File: src/rtl/lpm_pkg.sv
package lpm_pkg;

   typedef enum logic [1:0] {
      PM_RUN  = 2'd0,
      PM_IDLE = 2'd1,
      PM_HALT = 2'd2,
      PM_WARM = 2'd3
   } pm_state_t;

endpackage

File: src/rtl/lpm_tick_div.sv
// Divides the oscillator clock into a one-cycle instruction tick.
module lpm_tick_div #(
   parameter int DIV_RATIO = 10
) (
   input  logic clk,
   input  logic rst_n,
   input  logic run,
   output logic tick
);
   localparam int CW = (DIV_RATIO > 1) ? $clog2(DIV_RATIO) : 1;
   localparam logic [CW-1:0] LAST = CW'(DIV_RATIO - 1);

   generate
      if (DIV_RATIO < 2) begin : g_bad_div
         $error("lpm_tick_div: DIV_RATIO must be at least 2");
      end
   endgenerate

   logic [CW-1:0] cnt;

   always_ff @(posedge clk or negedge rst_n) begin
      if (!rst_n) begin
         cnt <= '0;
      end else if (!run) begin
         cnt <= '0;
      end else if (cnt == LAST) begin
         cnt <= '0;
      end else begin
         cnt <= cnt + CW'(1);
      end
   end

   assign tick = run && (cnt == LAST);

endmodule

File: src/rtl/lpm_idle_tmr.sv
// Free-running idle timer with toggle-event detection, pending flag and enable.
module lpm_idle_tmr #(
   parameter int TMR_W      = 16,
   parameter int TOGGLE_BIT = 12,
   parameter int SU_W       = 8
) (
   input  logic             clk,
   input  logic             rst_n,
   input  logic             tick,
   input  logic             hold_clr,
   input  logic             pnd_clr,
   input  logic             en_we,
   input  logic             en_wd,
   output logic [TMR_W-1:0] timer,
   output logic             toggle_evt,
   output logic             su_done,
   output logic             pnd,
   output logic             en
);
   // The watched bit flips on an increment exactly when every bit below it is 1.
   assign toggle_evt = tick && (&timer[TOGGLE_BIT-1:0]);
   assign su_done    = tick && (&timer[SU_W-1:0]);

   always_ff @(posedge clk or negedge rst_n) begin
      if (!rst_n) begin
         timer <= '0;
      end else if (hold_clr) begin
         timer <= '0;
      end else if (tick) begin
         timer <= timer + TMR_W'(1);
      end
   end

   // Set event has priority over the software clear.
   always_ff @(posedge clk or negedge rst_n) begin
      if (!rst_n) begin
         pnd <= 1'b0;
      end else if (toggle_evt) begin
         pnd <= 1'b1;
      end else if (pnd_clr) begin
         pnd <= 1'b0;
      end
   end

   always_ff @(posedge clk or negedge rst_n) begin
      if (!rst_n) begin
         en <= 1'b0;
      end else if (en_we) begin
         en <= en_wd;
      end
   end

endmodule

File: src/rtl/lpm_mode_seq.sv
// Power-mode sequencer: RUN, IDLE, HALT and the post-HALT warm-up.
module lpm_mode_seq
   import lpm_pkg::*;
#(
   parameter bit HALT_EN     = 1'b1,
   parameter int SYNC_STAGES = 2
) (
   input  logic      clk,
   input  logic      rst_n,
   input  logic      wake_async,
   input  logic      idle_set,
   input  logic      halt_set,
   input  logic      toggle_evt,
   input  logic      su_done,
   output pm_state_t state
);
   logic [SYNC_STAGES-1:0] sync_q;
   logic                   wake_s;
   logic                   halt_req;
   pm_state_t              state_nx;

   generate
      if (SYNC_STAGES < 2) begin : g_bad_sync
         $error("lpm_mode_seq: SYNC_STAGES must be at least 2");
      end
   endgenerate

   always_ff @(posedge clk or negedge rst_n) begin
      if (!rst_n) begin
         sync_q <= '0;
      end else begin
         sync_q <= {sync_q[SYNC_STAGES-2:0], wake_async};
      end
   end

   assign wake_s = sync_q[SYNC_STAGES-1];

   generate
      if (HALT_EN) begin : g_halt_on
         assign halt_req = halt_set;
      end else begin : g_halt_off
         logic halt_unused;
         assign halt_unused = halt_set;
         assign halt_req    = 1'b0;
      end
   endgenerate

   always_comb begin
      state_nx = state;
      unique case (state)
         PM_RUN: begin
            if (halt_req) begin
               state_nx = PM_HALT;
            end else if (idle_set) begin
               state_nx = PM_IDLE;
            end
         end
         PM_IDLE: begin
            if (wake_s || toggle_evt) begin
               state_nx = PM_RUN;
            end
         end
         PM_HALT: begin
            if (wake_s) begin
               state_nx = PM_WARM;
            end
         end
         PM_WARM: begin
            if (su_done) begin
               state_nx = PM_RUN;
            end
         end
         default: state_nx = PM_RUN;
      endcase
   end

   always_ff @(posedge clk or negedge rst_n) begin
      if (!rst_n) begin
         state <= PM_RUN;
      end else begin
         state <= state_nx;
      end
   end

endmodule

File: src/rtl/lpm_idle_timer.sv
// Top: idle timer and power-mode controller.
module lpm_idle_timer
   import lpm_pkg::*;
#(
   parameter int DIV_RATIO     = 10,
   parameter int TMR_W         = 16,
   parameter int TOGGLE_BIT    = 12,
   parameter int STARTUP_TICKS = 256,
   parameter bit HALT_EN       = 1'b1,
   parameter int SYNC_STAGES   = 2
) (
   input  logic             clk,
   input  logic             rst_n,
   input  logic             wake_i,
   input  logic             idle_set,
   input  logic             halt_set,
   input  logic             t0en_we,
   input  logic             t0en_wd,
   input  logic             pnd_clr,
   output logic             tick_o,
   output logic [TMR_W-1:0] timer_q,
   output logic             t0_pnd,
   output logic             t0_en,
   output logic             t0_irq,
   output logic             core_clk_en,
   output logic             idle_flag_o,
   output logic             halt_flag_o
);
   localparam int SU_W = (STARTUP_TICKS > 1) ? $clog2(STARTUP_TICKS) : 1;

   generate
      if (TOGGLE_BIT >= TMR_W || TOGGLE_BIT < 1) begin : g_bad_bit
         $error("lpm_idle_timer: TOGGLE_BIT must lie inside the timer");
      end
      if ((1 << SU_W) != STARTUP_TICKS) begin : g_bad_su
         $error("lpm_idle_timer: STARTUP_TICKS must be a power of two >= 2");
      end
      if (SU_W > TOGGLE_BIT) begin : g_bad_su_w
         $error("lpm_idle_timer: start-up delay must end before the toggle bit");
      end
   endgenerate

   pm_state_t state;
   logic      div_run;
   logic      tick;
   logic      toggle_evt;
   logic      su_done;

   assign div_run = (state != PM_HALT);

   lpm_tick_div #(
      .DIV_RATIO (DIV_RATIO)
   ) u_div (
      .clk   (clk),
      .rst_n (rst_n),
      .run   (div_run),
      .tick  (tick)
   );

   lpm_idle_tmr #(
      .TMR_W      (TMR_W),
      .TOGGLE_BIT (TOGGLE_BIT),
      .SU_W       (SU_W)
   ) u_tmr (
      .clk        (clk),
      .rst_n      (rst_n),
      .tick       (tick),
      .hold_clr   (state == PM_HALT),
      .pnd_clr    (pnd_clr),
      .en_we      (t0en_we),
      .en_wd      (t0en_wd),
      .timer      (timer_q),
      .toggle_evt (toggle_evt),
      .su_done    (su_done),
      .pnd        (t0_pnd),
      .en         (t0_en)
   );

   lpm_mode_seq #(
      .HALT_EN     (HALT_EN),
      .SYNC_STAGES (SYNC_STAGES)
   ) u_seq (
      .clk        (clk),
      .rst_n      (rst_n),
      .wake_async (wake_i),
      .idle_set   (idle_set),
      .halt_set   (halt_set),
      .toggle_evt (toggle_evt),
      .su_done    (su_done),
      .state      (state)
   );

   assign tick_o      = tick;
   assign core_clk_en = (state == PM_RUN);
   assign idle_flag_o = (state == PM_IDLE);
   assign halt_flag_o = (state == PM_HALT) || (state == PM_WARM);
   assign t0_irq      = t0_pnd && t0_en && core_clk_en;

endmodule

File: config.mk
export PLATFORM = sky130hd
export DESIGN_NAME = lpm_idle_timer
export DESIGN_NICKNAME = d
export VERILOG_FILES = /design/src/rtl/lpm_pkg.sv /design/src/rtl/lpm_tick_div.sv /design/src/rtl/lpm_idle_tmr.sv /design/src/rtl/lpm_mode_seq.sv /design/src/rtl/lpm_idle_timer.sv
export SDC_FILE = /design/constraint.sdc
export NUM_CORES = 1
export LEC_CHECK = 0
export CELL_PAD_IN_SITES_DETAIL_PLACEMENT = 0
export CELL_PAD_IN_SITES_GLOBAL_PLACEMENT = 1
export CORE_ASPECT_RATIO = 0.6
export CORE_UTILIZATION = 38
export CTS_BUF_LIST = sky130_fd_sc_hd__clkbuf_4 sky130_fd_sc_hd__clkbuf_8
export CTS_CLUSTER_DIAMETER = 100
export DETAILED_ROUTE_END_ITERATION = 10
export PLACE_DENSITY_LB_ADDON = 0.12
export SLEW_MARGIN = 20
export SYNTH_ARGS = -nofsm -noshare
export SYNTH_HDL_FRONTEND = slang
export SYNTH_SLANG_ARGS = --single-unit
export TNS_END_PERCENT = 30
File: constraint.sdc
create_clock -name clk -period 2.8 [get_ports clk]
set_input_delay 0.7 -clock clk [delete_from_list [all_inputs] [get_ports clk]]
set_output_delay 0.7 -clock clk [all_outputs]
set_load 0.05 [all_outputs]
==> summary.txt, run 1 <==
Critical path
  – CP bufs+invs: 1
  – Critical-path top delay cell: clkdlybuf4s50_1
  – Crit path DAT: 1.88 ns
  – CP delay by family, top: buffers and inverters
  – Critical path endpoint category: output pin
  – CP startpoint: u_seq.state[1]$_DFFE_PN0P_
  – Crit-path cells: nor2_1 -> and3_1 -> clkdlybuf4s50_1
  – CP Class: reg -> out
  – Reg2Reg Depth: 6
  – Critical R2R Capture: u_tmr.timer[10]$_DFFE_PN0P_
  – Crit path launch type: flip-flop
  – Crit path largest cell delay: 0.79 ns
  – Critical Path RT: 2.10 ns
  – CP Max Fanout: 10
  – Worst reg2reg startpoint: u_div.cnt[1]$_DFF_PN0_
  – Reg2reg setup slack: 0.62 ns

Synth
  – Most used DFF post-synth: dfrtp_1
  – Synth cell types: 33
  – Count leader, synth: dfrtp_1
  – Post-synth ARST share: 100.0%
  – Post-synth EDFFs: 0
  – Yosys warnings: 0
  – Top cells by area, synth: dfrtp_1 52%, nor2_1 5.1%, nand2_1 4.8%
  – Post-synth top area cell: dfrtp_1
  – Share of the synthesized area in the top cell type: 51.69%
  – Seq cells post-synth: 26
  – Post-Syn Nets: 140
  – Register area share after synthesis: 51.69%
  – Avg Inst Size Synth: 9.757 sq um
  – Synth Cell Area: 1259 sq um
  – Synth Instances: 129
  – Most frequent cells after synthesis: 26 x dfrtp_1, 17 x nor2_1, 16 x nand2_1, 8 x a21oi_1

Timing
  – Post-Route Setup TNS: 0 ns
  – Worst Max-Slew Pin Slew: 0.6511 ns
  – Slew HR: 56.19%
  – Final setup fails: 0
  – Final Cycle Share: 92.11%
  – Peak Freq: 0.3877 GHz
  – RSZ-0062 raised after global routing: false
  – Crit path time final: 2.579 ns
  – Final Hold Fails: 0
  – Final slew viol count: 0
  – Fin Clk Skew: 0.005666 ns

Clock tree
  – CTS tree: done
  – Clock transition at the registers of the reported paths: 0.09 ns
  – Clk sinks: 26
  – Post-CTS sizing: 0
  – Root Driver: clkbuf_8
  – Cts-stage hold buffer count: 0
  – Setup Fix Bufs, Post-CTS: 0
  – CTS Buffer Depth: 2
  – H-tree levels: 1
  – Clk_lat worst skew: 0.27 ns
  – TritonCTS Buffers: 3

Power and ir drop
  – Cell Pwr Density: 676.3 nW/um^2
  – Pint: 0.7389 mW
  – Clock power frac: 27.3%
  – Pwr Total: 1.133 mW
  – Switching pwr: 0.3942 mW
  – Leakage: 0.7180 nW
  – VDD IR max: 0.0004373 V
  – Logic pwr share: 30.8%
  – Sequential share of power: 41.9%
  – Switch share: 34.79%

Global route
  – GRT Total Usage: 16.44%
  – Global route overflow: 0
  – Vias in the first global route: 891
  – Antenna violations before repair: 0
  – Largest net degree at the start of global routing: 27
  – Global-route wire length before repair: 4319 um

Floorplanning
  – Die area: 3554 sq um
  – Die height: 46.58 um
  – # IOs: 31
  – Initial core utilization: 41.92%
  – Die width: 76.30 um
  – Core Box Area: 3003 sq um
  – Rows: 15

Finish
  – Finished Cell Area: 1675 sq um
  – Antenna diodes: 0
  – Filler cell count: 269
  – Final nets: 172
  – Register area: 650.6 sq um
  – Area Growth Syn to Fin: 33.10%
  – Final Core Density: 55.79%
  – Layout cell share with drive strength beyond 1: 6.875%
  – Fin cells: 202
  – Multi-input gate area: 573.1 sq um

Placed design
  – Inst Count DP: 198
  – IO Port Bufs: 30
  – Post-detail-place hpwl: 1975 um
  – GPL Wtd Cong: 0.7445
  – Placed cell area: 1604 sq um

Detailed routing
  – DR vias/cell: 5.040
  – Drc violations: 0
  – Antenna-violating nets left: 0
  – Vias: 1018
  – DR pass1 iterations: 4
  – Post-DR wirelength/cell: 13.15 um
  – DRT iter0 DRCs: 77
  – Detailed Route WL: 2657 um

Worst hold path
  – Hold depth: 0
  – Hold Crit Start: u_seq.sync_q[0]$_DFF_PN0_
  – End of the worst hold path: u_seq.sync_q[1]$_DFF_PN0_
  – Worst Hold Class: reg -> reg

Job
  – Max-cap viol count: 0

Outcome
  – Status: finished, final reports clean
==> logic make-up (layout without fill, tap and decap cells) <==
kind of cell / after synthesis / in the layout / synth area share (%)
AO/OA/AOI/OAI: 20 / 20 / 9.444
buffers and inverters: 9 / 40 / 2.782
XOR/XNOR: 9 / 9 / 6.263
flip-flops: 26 / 26 / 51.69
AND/OR/NAND/NOR: 60 / 60 / 25.15
multiplexers: 2 / 2 / 1.690
adder cells (fa/ha/maj): 3 / 3 / 2.982
==> flip-flops by register name, indices dropped and copies added (netlist names) <==
name / count
u_tmr.pnd: 1
u_seq.state: 2
u_tmr.timer: 16
u_div.cnt: 4
u_seq.sync_q: 2
u_tmr.en: 1
==> power by group through the flow <==
stage                     logic, mW  registers [mW]  clock network [mW]
after detailed placement      0.353           0.482                   0
after CTS                     0.354           0.474               0.318
after floorplan               0.246           0.476                   0
after global routing          0.384           0.485               0.336
final                         0.349           0.474               0.310
after global placement        0.349           0.476                   0
==> per-layer routing <==
metal / global-route usage, % / wire length [um] / vias to the layer above
met4: 3.462 / 12 / 0
met3: 4.950 / 115 / 2
met1: 22.94 / 1418 / 485
li1: - / - / 509
met5: 0 / 0 / -
met2: 25.41 / 1111 / 22
==> cells in the final DEF (no fill, tap or decap), types with 3 or more instances in the layout <==
cell type	instances
a21oi_1	8
buf_4	3
clkbuf_8	3
clkdlybuf4s50_1	29
dfrtp_1	26
ha_1	3
inv_1	4
nand2_1	16
nand4_1	3
nor2_1	17
nor3_1	3
o21ai_0	6
or3_1	4
xnor2_1	6
xor2_1	3
==> worst max path at each step <==
stage,to,slack (ns),depth (start not counted)
6_report,t0_irq,0.22,3
5_1_grt,t0_irq,0.06,3
4_1_cts,t0_irq,0.19,3
3_5_place_dp,t0_irq,0.50,3
3_3_place_gp,t0_irq,0.52,3
2_1_floorplan,t0_irq,0.32,3
==> cell type report <==
type	instances	share of cell area [%]
repair buffers	32	18.67
inverters	4	0.8962
clock buffers	3	2.465
multi-input cells	94	34.20
well taps	42	3.137
flip-flops and latches	26	38.83
clock inverters	1	1.792
==> per-stage QoR <==
step / hold WS, ns / setup slack [ns]
after floorplan: 0.3312 / 0.3182
after global placement: 0.3355 / 0.5207
after detailed placement: 0.3347 / 0.4999
after CTS: 0.3507 / 0.1880
after global routing: 0.3551 / 0.05774
final: 0.3486 / 0.2209
Power figures use the tool's default switching activity.
==> inputs of run 2 (changes only) <==
--- a/config.mk
+++ b/config.mk
@@ -12,6 +12,7 @@
 export CTS_BUF_LIST = sky130_fd_sc_hd__clkbuf_4 sky130_fd_sc_hd__clkbuf_8
 export CTS_CLUSTER_DIAMETER = 100
 export DETAILED_ROUTE_END_ITERATION = 10
+export GPL_TIMING_DRIVEN = 0
 export PLACE_DENSITY_LB_ADDON = 0.12
 export SLEW_MARGIN = 20
 export SYNTH_ARGS = -nofsm -noshare
==> run 2 against run 1 <==
Effect of this change:
- clock skew down 0.0017 ns
- worst hold slack gained 0.0020 ns
- utilization is 0.46 points lower
- sequential cell count unchanged
- register-to-register slack got worse by 0.02 ns
- cell area is 0.82% lower
- count of clock-buffer cells in the layout is 1 higher
==> summary.txt, run 2 (synthesis results as in run 1) <==
Outcome
  – Status: finished, final reports clean (unchanged)

Finish
  – Most frequent cells in the layout: 28 x clkdlybuf4s50_1, 26 x dfrtp_1, 17 x nor2_1, 16 x nand2_1, 8 x a21oi_1 (was 29 x clkdlybuf4s50_1, 26 x dfrtp_1, 17 x nor2_1, 16 x nand2_1, 8 x a21oi_1)
  – Biggest regs: u_tmr.timer x16, u_div.cnt x4 (unchanged)
  – Finished Cell Area: 1662 sq um (was 1675 sq um)
  – Final Core Density: 55.33% (was 55.79%)
  – Filler cell count: 288 (was 269)
  – Biggest register: u_tmr.timer (unchanged)
  – Antenna diodes: 0 (unchanged)
  – Final nets: 174 (was 172)
  – Max FFs per register: 16 (unchanged)
  – Layout cell share with drive strength beyond 1: 8.025% (was 6.875%)
  – Area Growth Syn to Fin: 32.01% (was 33.10%)
  – Most common cell after layout, fill and taps aside: clkdlybuf4s50_1 (unchanged)

Clock tree
  – Root Driver: clkbuf_8 (unchanged)
  – CTS tree: done (unchanged)
  – Cts-stage hold buffer count: 0 (unchanged)
  – TritonCTS Buffers: 3 (unchanged)
  – Clk sinks: 26 (unchanged)
  – Setup Fix Bufs, Post-CTS: 0 (unchanged)
  – Clock transition at the registers of the reported paths: 0.09 ns (about the same)
  – Clk_lat worst skew: 0.27 ns (about the same)
  – H-tree levels: 1 (unchanged)
  – Post-CTS sizing: 5 (was 0)
  – CTS Buffer Depth: 2 (unchanged)

Placed design
  – DP Worst Slack: -0.2972 ns (was 0.4999 ns)
  – GPL Wtd Cong: 0.7608 (was 0.7445)
  – IO Port Bufs: 30 (unchanged)
  – Post-detail-place hpwl: 2006 um (was 1975 um)
  – Placed cell area: 1607 sq um (was 1604 sq um)

Floorplanning
  – Die width: 76.30 um (unchanged)
  – Core Box Area: 3003 sq um (unchanged)
  – Initial core utilization: 41.92% (unchanged)
  – Rows: 15 (unchanged)
  – Die height: 46.58 um (unchanged)
  – Die area: 3554 sq um (unchanged)
  – # IOs: 31 (unchanged)

Timing
  – Final setup fails: 0 (unchanged)
  – Final slew viol count: 0 (unchanged)
  – Final Cycle Share: 94.08% (was 92.11%)
  – Slew HR: 57.29% (was 56.19%)
  – Hold WS: 0.3506 ns (was 0.3486 ns)
  – Post-Route Setup TNS: 0 ns (unchanged)
  – Peak Freq: 0.3796 GHz (was 0.3877 GHz)
  – Slack of the critical path: 0.1656 ns (was 0.2209 ns)
  – Crit path time final: 2.634 ns (was 2.579 ns)
  – Fin Clk Skew: 0.004005 ns (was 0.005666 ns)
  – Final Hold Fails: 0 (unchanged)
  – RSZ-0062 raised after global routing: false (unchanged)
  – Worst Max-Slew Pin Slew: 0.6349 ns (was 0.6511 ns)

Critical path
  – CP Class: reg -> out (unchanged)
  – Critical path endpoint category: output pin (unchanged)
  – CP Max Fanout: 10 (unchanged)
  – Critical Path RT: 2.10 ns (about the same)
  – Crit path launch type: flip-flop (unchanged)
  – Crit path DAT: 1.93 ns (was 1.88 ns)

Detailed routing
  – DR vias/cell: 5.000 (was 5.040)
  – Detailed Route WL: 2720 um (was 2657 um)
  – Vias: 1020 (was 1018)
  – Drc violations: 0 (unchanged)
  – DR pass1 iterations: 4 (unchanged)
  – Antenna-violating nets left: 0 (unchanged)
  – DRT iter0 DRCs: 82 (was 77)
  – Post-DR wirelength/cell: 13.33 um (was 13.15 um)

Power and ir drop
  – VDD IR max: 0.0003195 V (was 0.0004373 V)
  – Cell Pwr Density: 643.9 nW/um^2 (was 676.3 nW/um^2)
  – Leakage: 0.7117 nW (was 0.7180 nW)

Global route
  – Global-route wire length before repair: 4519 um (was 4319 um)
  – Antenna violations before repair: 0 (unchanged)
  – Largest net degree at the start of global routing: 27 (unchanged)
  – Vias in the first global route: 938 (was 891)
  – Global route overflow: 0 (unchanged)
  – GRT Total Usage: 17.32% (was 16.44%)

Job
  – Max-cap viol count: 0 (unchanged)

Worst hold path
  – Worst Hold Class: reg -> reg (unchanged)
==> run 2: cell type report <==
cell class | instances | area (sq um) | area share [%]
sequential | 26 | 650.6 | 39.16
buffer | 4 | 18.77 | 1.130
inverter | 4 | 15.01 | 0.9036
tap | 42 | 52.55 | 3.163
clock buffer | 4 | 55.05 | 3.313
timing repair buffer | 30 | 296.5 | 17.85
multi-input combinational | 94 | 573.1 | 34.49
==> run 2: worst max-delay path: stages, from the launching register on <==
cell,delay (ns)
dfrtp_1,0.49
nor2_1,0.19
and3_1,0.18
clkdlybuf4s50_1,0.80
==> run 2: per-stage QoR <==
stage | instances | power [mW]
floorplan | 129 | 0.7221
global placement | 201 | 0.8319
detailed placement | 201 | 0.8380
CTS | 205 | 1.084
global route | 204 | 1.142
finish | 204 | 1.070
==> run 2: final timing paths <==
| kind | from | to | slack [ns] | cells after the start |
|---|---|---|---|---|
| max in group asynchronous | rst_n | u_tmr.timer[0]$_DFFE_PN0P_ | 2.01 | 1 |
| max reg2reg | u_div.cnt[1]$_DFF_PN0_ | u_tmr.timer[13]$_DFFE_PN0P_ | 0.60 | 6 |
| min | u_seq.sync_q[0]$_DFF_PN0_ | u_seq.sync_q[1]$_DFF_PN0_ | 0.35 | 0 |
| min reg2reg | u_seq.sync_q[0]$_DFF_PN0_ | u_seq.sync_q[1]$_DFF_PN0_ | 0.35 | 0 |
| min in group asynchronous | rst_n | u_tmr.en$_DFFE_PN0P_ | 0.42 | 1 |
| max | u_seq.state[1]$_DFFE_PN0P_ | t0_irq | 0.17 | 3 |
==> run 2: metal layers <==
metal	share of wire (%)	track usage [%]	vias to the layer above
li1	-	-	516
met1	54	25.21	479
met2	40	24.32	23
met3	5.0	5.545	2
met4	0.44	5.000	0
met5	0	0	-
==> run 2: report_power, final <==
group          total [mW]  switching (mW)  internal, mW
sequential          0.476          0.0581         0.418
combinational       0.353           0.223         0.130
clock               0.241           0.115         0.126
total                1.07           0.397         0.673
